==> config.mk <==
export PLATFORM = sky130hd
export DESIGN_NAME = sysctl_cop
export DESIGN_NICKNAME = d
export VERILOG_FILES = /design/src/rtl/sysctl_pkg.sv /design/src/rtl/sysctl_decode.sv /design/src/rtl/sysctl_regs.sv /design/src/rtl/sysctl_cop.sv
export SDC_FILE = /design/constraint.sdc
export NUM_CORES = 2
export LEC_CHECK = 0
export BUFFER_PORTS_ARGS = -buffer_cell sky130_fd_sc_hd__buf_2
export CAP_MARGIN = 25
export CORE_ASPECT_RATIO = 1.75
export CORE_UTILIZATION = 45
export CTS_CLUSTER_DIAMETER = 80
export DETAILED_ROUTE_END_ITERATION = 10
export PLACE_DENSITY_LB_ADDON = 0.25
export SYNTH_ARGS = -nofsm -noshare
export SYNTH_HDL_FRONTEND = slang
export SYNTH_HIERARCHICAL = 1
export SYNTH_SLANG_ARGS = --single-unit
export TNS_END_PERCENT = 1
==> constraint.sdc <==
create_clock -name clk_i -period 7.2 [get_ports clk_i]
set_clock_uncertainty 0.15 [all_clocks]
set_input_delay 0.36 -clock clk_i [delete_from_list [all_inputs] [get_ports clk_i]]
set_output_delay 0.36 -clock clk_i [all_outputs]
set_load 0.05 [all_outputs]
==> src/rtl/sysctl_pkg.sv <==
// Shared constants and types for the system control coprocessor.
// Assumes a 32-bit control register width and a 32-entry bank.
package sysctl_pkg;
    localparam int XLEN = 32;
    localparam int NREG = 32;
    localparam int IDXW = $clog2(NREG);

    // Status bit positions
    localparam int ST_EXL = 1;
    localparam int ST_ERL = 2;
    localparam int ST_EIE = 16;

    // Register indices whose behaviour is special
    localparam int R_STATUS = 12;
    localparam int R_EPC    = 14;
    localparam int R_COND   = 21;
    localparam int R_PERF   = 25;
    localparam int R_ERREPC = 30;

    localparam logic [XLEN-1:0] PERF_CTL_MASK = 32'h800F_FBFE;
    localparam logic [XLEN-1:0] STATUS_RESET  = 32'h0000_0004;

    typedef enum logic [3:0] {
        OP_NONE, OP_READ, OP_WRITE, OP_BR_Z, OP_BR_NZ, OP_BR_ZL,
        OP_TLBWI, OP_ERET, OP_EI, OP_DI, OP_ILLEGAL
    } cop_op_e;
endpackage

==> src/rtl/sysctl_decode.sv <==
// Instruction decoder: turns the format, rt and function fields into one
// operation code. Assumes the caller gates nothing; valid low yields OP_NONE.
module sysctl_decode
    import sysctl_pkg::*;
(
    input  logic       valid_i,
    input  logic [4:0] fmt_i,
    input  logic [4:0] rt_i,
    input  logic [5:0] func_i,
    output cop_op_e    op_o
);
    // Select the operation from the format, then from rt or function bits
    always_comb begin
        op_o = OP_ILLEGAL;
        if (!valid_i) begin
            op_o = OP_NONE;
        end else begin
            case (fmt_i)
                5'd0:  op_o = OP_READ;
                5'd4:  op_o = OP_WRITE;
                5'd8: begin
                    case (rt_i)
                        5'd0:    op_o = OP_BR_Z;
                        5'd1:    op_o = OP_BR_NZ;
                        5'd2:    op_o = OP_BR_ZL;
                        default: op_o = OP_ILLEGAL;
                    endcase
                end
                5'd16: begin
                    case (func_i)
                        6'h02:   op_o = OP_TLBWI;
                        6'h18:   op_o = OP_ERET;
                        6'h38:   op_o = OP_EI;
                        6'h39:   op_o = OP_DI;
                        default: op_o = OP_ILLEGAL;
                    endcase
                end
                default: op_o = OP_ILLEGAL;
            endcase
        end
    end
endmodule

==> src/rtl/sysctl_regs.sv <==
// Control register storage: a bank of NREG registers, one counter-control
// register and NCNT counter registers. It has one bank write port and one
// combinational read port. Index R_PERF of the read port is routed to the
// counter-control register or to a counter. Bank entry R_PERF is never written.
module sysctl_regs
    import sysctl_pkg::*;
#(
    parameter int W     = XLEN,
    parameter int N     = NREG,
    parameter int NCNT  = 2,
    localparam int IW   = $clog2(N),
    localparam int CW   = (NCNT > 1) ? $clog2(NCNT) : 1
) (
    input  logic          clk_i,
    input  logic          rst_n_i,
    input  logic          wr_en_i,
    input  logic [IW-1:0] wr_idx_i,
    input  logic [W-1:0]  wr_data_i,
    input  logic          ctl_wr_i,
    input  logic          cnt_wr_i,
    input  logic [CW-1:0] cnt_idx_i,
    input  logic [W-1:0]  perf_data_i,
    input  logic [IW-1:0] rd_idx_i,
    input  logic          rd_cnt_sel_i,
    output logic [W-1:0]  rd_data_o,
    output logic [W-1:0]  status_o,
    output logic [W-1:0]  epc_o,
    output logic [W-1:0]  errepc_o,
    output logic [W-1:0]  cond_o
);
    logic [W-1:0] bank [N];
    logic [W-1:0] cnt  [NCNT];
    logic [W-1:0] ctl_q;

    for (genvar i = 0; i < N; i++) begin : g_bank
        localparam logic [W-1:0] RST_VAL = (i == R_STATUS) ? W'(STATUS_RESET) : '0;
        // Hold one control register; load it on a matching write
        always_ff @(posedge clk_i) begin
            if (!rst_n_i)
                bank[i] <= RST_VAL;
            else if (wr_en_i && wr_idx_i == IW'(i))
                bank[i] <= wr_data_i;
        end
    end

    for (genvar c = 0; c < NCNT; c++) begin : g_cnt
        // Hold one counter register; load it on a matching write
        always_ff @(posedge clk_i) begin
            if (!rst_n_i)
                cnt[c] <= '0;
            else if (cnt_wr_i && cnt_idx_i == CW'(c))
                cnt[c] <= perf_data_i;
        end
    end

    // Hold the counter-control register
    always_ff @(posedge clk_i) begin
        if (!rst_n_i)
            ctl_q <= '0;
        else if (ctl_wr_i)
            ctl_q <= perf_data_i;
    end

    // Read port: index R_PERF is routed to the counter block
    always_comb begin
        if (rd_idx_i == IW'(R_PERF))
            rd_data_o = rd_cnt_sel_i ? cnt[cnt_idx_i] : ctl_q;
        else
            rd_data_o = bank[rd_idx_i];
    end

    assign status_o = bank[R_STATUS];
    assign epc_o    = bank[R_EPC];
    assign errepc_o = bank[R_ERREPC];
    assign cond_o   = bank[R_COND];
endmodule

==> src/rtl/sysctl_cop.sv <==
// System control coprocessor top. Executes one coprocessor-0 instruction per
// valid cycle. Its outputs are combinational from the current state, and state
// changes land on the next edge. Assumes the caller holds the instruction
// stable for the whole cycle.
module sysctl_cop
    import sysctl_pkg::*;
#(
    parameter int NCNT = 2,
    localparam int CW  = (NCNT > 1) ? $clog2(NCNT) : 1
) (
    input  logic              clk_i,
    input  logic              rst_n_i,
    input  logic              valid_i,
    input  logic [31:0]       instr_i,
    input  logic [XLEN-1:0]   gpr_i,
    input  logic              mode64_i,
    output logic [2*XLEN-1:0] rd_data_o,
    output logic              branch_taken_o,
    output logic              annul_o,
    output logic              redirect_valid_o,
    output logic [XLEN-1:0]   redirect_pc_o,
    output logic              eret_o,
    output logic              irq_recheck_o,
    output logic              illegal_o
);
    cop_op_e         op;
    logic [IDXW-1:0] rd_idx;
    logic            wr_en, ctl_wr, cnt_wr;
    logic [XLEN-1:0] wr_data, perf_data, rd_val;
    logic [XLEN-1:0] status_w, epc_w, errepc_w, cond_w;
    logic [IDXW-1:0] wr_idx;

    assign rd_idx = instr_i[15:11];

    sysctl_decode u_dec (
        .valid_i (valid_i),
        .fmt_i   (instr_i[25:21]),
        .rt_i    (instr_i[20:16]),
        .func_i  (instr_i[5:0]),
        .op_o    (op)
    );

    sysctl_regs #(.W(XLEN), .N(NREG), .NCNT(NCNT)) u_regs (
        .clk_i        (clk_i),
        .rst_n_i      (rst_n_i),
        .wr_en_i      (wr_en),
        .wr_idx_i     (wr_idx),
        .wr_data_i    (wr_data),
        .ctl_wr_i     (ctl_wr),
        .cnt_wr_i     (cnt_wr),
        .cnt_idx_i    (instr_i[CW:1]),
        .perf_data_i  (perf_data),
        .rd_idx_i     (rd_idx),
        .rd_cnt_sel_i (instr_i[0]),
        .rd_data_o    (rd_val),
        .status_o     (status_w),
        .epc_o        (epc_w),
        .errepc_o     (errepc_w),
        .cond_o       (cond_w)
    );

    // Execute the decoded operation: result flags and register updates
    always_comb begin
        rd_data_o        = '0;
        branch_taken_o   = 1'b0;
        annul_o          = 1'b0;
        redirect_valid_o = 1'b0;
        redirect_pc_o    = '0;
        eret_o           = 1'b0;
        irq_recheck_o    = 1'b0;
        illegal_o        = 1'b0;
        wr_en            = 1'b0;
        wr_idx           = IDXW'(R_STATUS);
        wr_data          = status_w;
        ctl_wr           = 1'b0;
        cnt_wr           = 1'b0;
        perf_data        = gpr_i;
        case (op)
            OP_READ: begin
                rd_data_o = mode64_i ? {{XLEN{rd_val[XLEN-1]}}, rd_val}
                                     : {{XLEN{1'b0}}, rd_val};
            end
            OP_WRITE: begin
                if (rd_idx == IDXW'(R_PERF)) begin
                    if (instr_i[0])
                        cnt_wr = 1'b1;
                    else if (instr_i[5:1] == 5'd0) begin
                        ctl_wr    = 1'b1;
                        perf_data = gpr_i & PERF_CTL_MASK;
                    end
                end else begin
                    wr_en  = 1'b1;
                    wr_idx = rd_idx;
                    if (rd_idx == IDXW'(R_STATUS))
                        wr_data = gpr_i | (status_w & (XLEN'(1) << ST_EXL));
                    else
                        wr_data = gpr_i;
                end
            end
            OP_BR_Z:  branch_taken_o = (cond_w == '0);
            OP_BR_NZ: branch_taken_o = (cond_w != '0);
            OP_BR_ZL: begin
                branch_taken_o = (cond_w == '0);
                annul_o        = (cond_w != '0);
            end
            OP_ERET: begin
                redirect_valid_o = 1'b1;
                eret_o           = 1'b1;
                wr_en            = 1'b1;
                if (status_w[ST_ERL]) begin
                    redirect_pc_o = errepc_w;
                    wr_data       = status_w & ~(XLEN'(1) << ST_ERL);
                end else begin
                    redirect_pc_o = epc_w;
                    wr_data       = status_w & ~(XLEN'(1) << ST_EXL);
                end
            end
            OP_EI: begin
                wr_en         = 1'b1;
                wr_data       = status_w | (XLEN'(1) << ST_EIE);
                irq_recheck_o = 1'b1;
            end
            OP_DI: begin
                wr_en   = 1'b1;
                wr_data = status_w & ~(XLEN'(1) << ST_EIE);
            end
            OP_ILLEGAL: illegal_o = 1'b1;
            default: ;
        endcase
    end
endmodule

==> Flow_metrics.wiki <==
{| class="wikitable"
! Metric !! Value
|-
| Setup-violating endpoint count in the final report || 0
|-
| Critical path capture point || u_regs/bank[3][12]
|-
| Number of placed cells counting well taps || 5132
|-
| Net count reported at finish || 3826
|-
| Share of post-route cells with drive strength above 1 || 0.212
|-
| Endpoint of the worst register-to-register path || u_regs/bank[0][1]
|-
| Ratio of final minimum period to clock period || 0.755
|-
| Top cells by instance count after synthesis || sky130_fd_sc_hd__and2_1 (1081), sky130_fd_sc_hd__edfxtp_1 (1078), sky130_fd_sc_hd__clkbuf_1 (256), sky130_fd_sc_hd__mux2i_1 (190), sky130_fd_sc_hd__mux2_2 (175)
|-
| Bufs and invs on worst path || 3
|-
| Slowest stage delay, CP || 0.95 ns
|-
| Net switching power || 3.31 mW
|-
| Count of distinct cell types in the synthesized netlist || 72
|-
| Initial cell density of the core || 0.453
|-
| Number of clock sinks || 1110
|-
| Number of enable-type register cells in the synthesized netlist || 1078
|-
| First-pass GRT wire length || 212000 um
|-
| Data arrival time of the critical path || 5.68 ns
|-
| Min Clock Period, post-route || 5.44 ns
|-
| Count of routing violations after the opening detailed-route iteration || 2619
|-
| Die Height || 456 um
|-
| DRC viols || 0
|-
| WS Path Type || input pin to flop
|-
| Synthesized instance count || 3740
|-
| Share of the synthesized area in the top cell type || 0.610
|-
| Routability cong. || 0.885
|-
| Total congestion overflow after global routing || 0
|-
| Maximum clock rate || 184 MHz
|-
| Endpoint class of the critical path || flop
|-
| Number of warnings reported in the yosys synthesis log || 6
|-
| Post-DP HPWL || 97500 um
|-
| Ratio of routed vias to standard cells || 5.76
|-
| Sequential fraction of the synthesis area || 0.623
|-
| Die boundary width || 261 um
|-
| Antenna viol nets, final || 0
|-
| Cell Int Power || 10.5 mW
|-
| CP dominant cell by count || sky130_fd_sc_hd__buf_4
|-
| Global routing's busiest layer || met2
|-
| Per-cell routed wire length || 27.5 um
|-
| CTS tree || yes
|-
| Top post-synthesis cells by area || sky130_fd_sc_hd__edfxtp_1 (61%), sky130_fd_sc_hd__and2_1 (13%), sky130_fd_sc_hd__mux4_2 (5.9%), sky130_fd_sc_hd__mux2_2 (3.7%), sky130_fd_sc_hd__mux2i_1 (3.6%)
|-
| Top cell type by total area after synthesis || sky130_fd_sc_hd__edfxtp_1
|-
| Clock slew at reported path FFs || 0.07 ns
|-
| Max clock buf depth || 3
|-
| Cell Chain, Critical Path || buf_2 > or3b_1 > a2111oi_2 > nor3_1 > o21a_1 > nor4b_4 > a21boi_4 > buf_4 > a21oi_1 > nand2_1 > nand2b_1 > o21ai_4 > buf_4
|-
| Clock root buffer master || sky130_fd_sc_hd__clkbuf_16
|-
| H-Tree Level Count || 3
|-
| Crit path max fanout || 20
|-
| Top flip-flop cell by instance count after synthesis || sky130_fd_sc_hd__edfxtp_1
|-
| Boundary Pins || 170
|-
| Launching point of the worst reg2reg path || u_regs/bank[12][2]
|-
| Power density over the cells || 236 nW/um^2
|-
| Worst ir drop on vdd || 0.174 mV
|-
| Clock network latency to the later pin of the worst-skew pair || 0.72 ns
|-
| WP depth || 13
|-
| Cell Area, Synth || 53000 sq um
|-
| Number of standard cells in the layout, taps in and fillers out || 5353
|-
| Data required time at the worst endpoint || 7.44 ns
|-
| Number of antenna violations at the first check in global routing || 4
|-
| Row count || 166
|-
| Combined area of the multi-input logic cells || 18600 sq um
|-
| Filler cells || 9753
|-
| Setup repair after global routing missed its margin || no
|-
| Pin count of the biggest net entering global routing || 95
|-
| Area of the core || 117000 sq um
|-
| Worst slew margin || 0.295
|-
| Clk network pwr share || 0.380
|-
| Startpoint kind of the worst setup timing path || input pin
|-
| Sequential group share of total power || 0.534
|-
| Global routing met2 resource utilization || 0.440
|-
| Comb power frac || 0.086
|-
| Syn_area_per_cell || 14.2 sq um
|-
| Count of input and output buffers || 158
|-
| Setup TNS || 0 ns
|-
| Number of hold-slack violations in the final timing report || 0
|-
| Worst reg-to-reg path cell count || 5
|-
| Overall via count from detail_route || 30800
|-
| Number of global-route vias before repair || 31000
|-
| CP startpoint || instr_i[1]
|-
| Final slew viol count || 0
|-
| Number of register bits inferred by synthesis || 1110
|-
| Combined flip-flop and latch cell area || 33000 sq um
|-
| Outcome || completed
|-
| Worst-margin pin slew || 1.05 ns
|-
| Routed WL || 147000 um
|-
| Gates resized, CTS repair || 0
|-
| Crit path max-delay cell type || sky130_fd_sc_hd__o21ai_4
|-
| Count of TritonRoute iterations in the first routing pass || 8
|-
| GRT Total Usage || 0.247
|-
| Worst path top cell family by delay || compound AO/OA/AOI/OAI gates
|-
| Reported leakage power || 22.0 nW
|-
| M1 GR Usage || 0.302
|-
| Die outline area || 119000 sq um
|-
| Total CTS buffers || 95
|-
| MaxCap Viol Count || 0
|-
| Growth of design area from synthesis to finish || 10.8%
|-
| Net count after synthesis || 3808
|-
| Worst setup slack for register-to-register paths || 4.82 ns
|-
| Fraction of power spent switching nets || 0.239
|-
| Fraction of registers with async set/reset || 0
|-
| GRT met3 Usage || 0.0299
|-
| Most frequent cell after synthesis || sky130_fd_sc_hd__and2_1
|-
| Worst Hold Class || input pin to flop
|}
cells in the final DEF (no fill, tap or decap), types with 18 or more instances in the layout:
master and n:
sky130_fd_sc_hd__and2_1 1081, sky130_fd_sc_hd__edfxtp_1 1078, sky130_fd_sc_hd__mux2i_1 190, sky130_fd_sc_hd__mux2_2 175
sky130_fd_sc_hd__buf_2 155, sky130_fd_sc_hd__mux4_2 138, sky130_fd_sc_hd__nor2_1 108, sky130_fd_sc_hd__buf_4 103
sky130_fd_sc_hd__clkbuf_16 95, sky130_fd_sc_hd__a21oi_1 63, sky130_fd_sc_hd__nand2_1 49, sky130_fd_sc_hd__nor2b_1 49
sky130_fd_sc_hd__dlygate4sd3_1 39, sky130_fd_sc_hd__and3_1 35, sky130_fd_sc_hd__dfxtp_1 32, sky130_fd_sc_hd__nor2_2 30
sky130_fd_sc_hd__o21ai_4 30, sky130_fd_sc_hd__a222oi_1 29, sky130_fd_sc_hd__o211a_1 28, sky130_fd_sc_hd__clkinv_1 19
sky130_fd_sc_hd__clkbuf_1 19, sky130_fd_sc_hd__a221oi_1 19, sky130_fd_sc_hd__a22oi_1 18, sky130_fd_sc_hd__a211oi_1 18
layer usage:
layer | up-vias | part of all wire
met2 | 1134 | 0.53
met4 | 0 | 0.037
li1 | 13600 | -
met3 | 251 | 0.058
met5 | - | 0
met1 | 15800 | 0.38
sequential cells by signal, summed over array words and instances (netlist names):
signal	cells
u_regs/bank	1014
u_regs/cnt	64
u_regs/ctl_q	32
kinds of logic after synthesis:
logic type | share of synthesized area
AO/OA/AOI/OAI | 0.0412
multiplexers | 0.139
flip-flops | 0.623
adder cells (fa/ha/maj) | 0.000189
buffers and inverters | 0.0365
XOR/XNOR | 0.000496
AND/OR/NAND/NOR | 0.160
metrics by stage:
stage | cell area (sq um) | util | power, mW | setup slack (ns) | hold WS, ns
floorplan | 53000 | - | 8.24 | 1.14 | 0.333
finish | 58700 | 0.502 | 13.8 | 1.76 | 0.195
global placement | 55100 | 0.471 | 8.67 | 1.25 | 0.347
CTS | 58700 | 0.502 | 13.9 | 1.89 | 0.149
global route | 58700 | 0.502 | 14.2 | 1.64 | 0.196
detailed placement | 55200 | 0.472 | 8.69 | 1.16 | 0.355
worst min-delay path, stage by stage:
cell and delay (ns):
sky130_fd_sc_hd__buf_2 0.15, sky130_fd_sc_hd__nor4_4 0.07, sky130_fd_sc_hd__buf_4 0.20, sky130_fd_sc_hd__mux2i_1 0.17
sky130_fd_sc_hd__nor2b_1 0.06
power groups by stage:
| stage | Clock [mW] | Combinational, mW | Sequential [mW] |
|---|---|---|---|
| after floorplan | 0 | 0.730 | 7.51 |
| after global placement | 0 | 1.15 | 7.52 |
| after detailed placement | 0 | 1.16 | 7.53 |
| after CTS | 5.34 | 1.18 | 7.39 |
| after global routing | 5.55 | 1.25 | 7.40 |
| final | 5.26 | 1.19 | 7.39 |
layout make-up:
type / instances / share of cell area
Multi-Input combinational cell: 2239 / 0.316
Inverter: 6 / 0.000426
Clock inverter: 61 / 0.0105
Sequential cell: 1110 / 0.562
Tap cell: 1512 / 0.0322
Clock buffer: 117 / 0.0424
Antenna cell: 2 / 0.0000852
Timing Repair Buffer: 306 / 0.0363
timing repair:
action / in CTS / in global routing
hold endpoints to repair: 76 / 0
hold buffers: 39 / 0
buffers inserted: 0 / 0
worst min path at each step:
stage / start / to / slack [ns] / cells after the start
after floorplan: u_regs/ctl_q[0] / u_regs/ctl_q[0] / 0.33 / 2
after global placement: u_regs/ctl_q[7] / u_regs/ctl_q[7] / 0.35 / 2
after detailed placement: u_regs/ctl_q[23] / u_regs/ctl_q[23] / 0.35 / 2
after CTS: instr_i[5] / u_regs/ctl_q[20] / 0.15 / 5
after global routing: instr_i[5] / u_regs/ctl_q[14] / 0.20 / 5
final: instr_i[5] / u_regs/ctl_q[31] / 0.20 / 5
No activity file was read; power rests on OpenSTA's default activity.
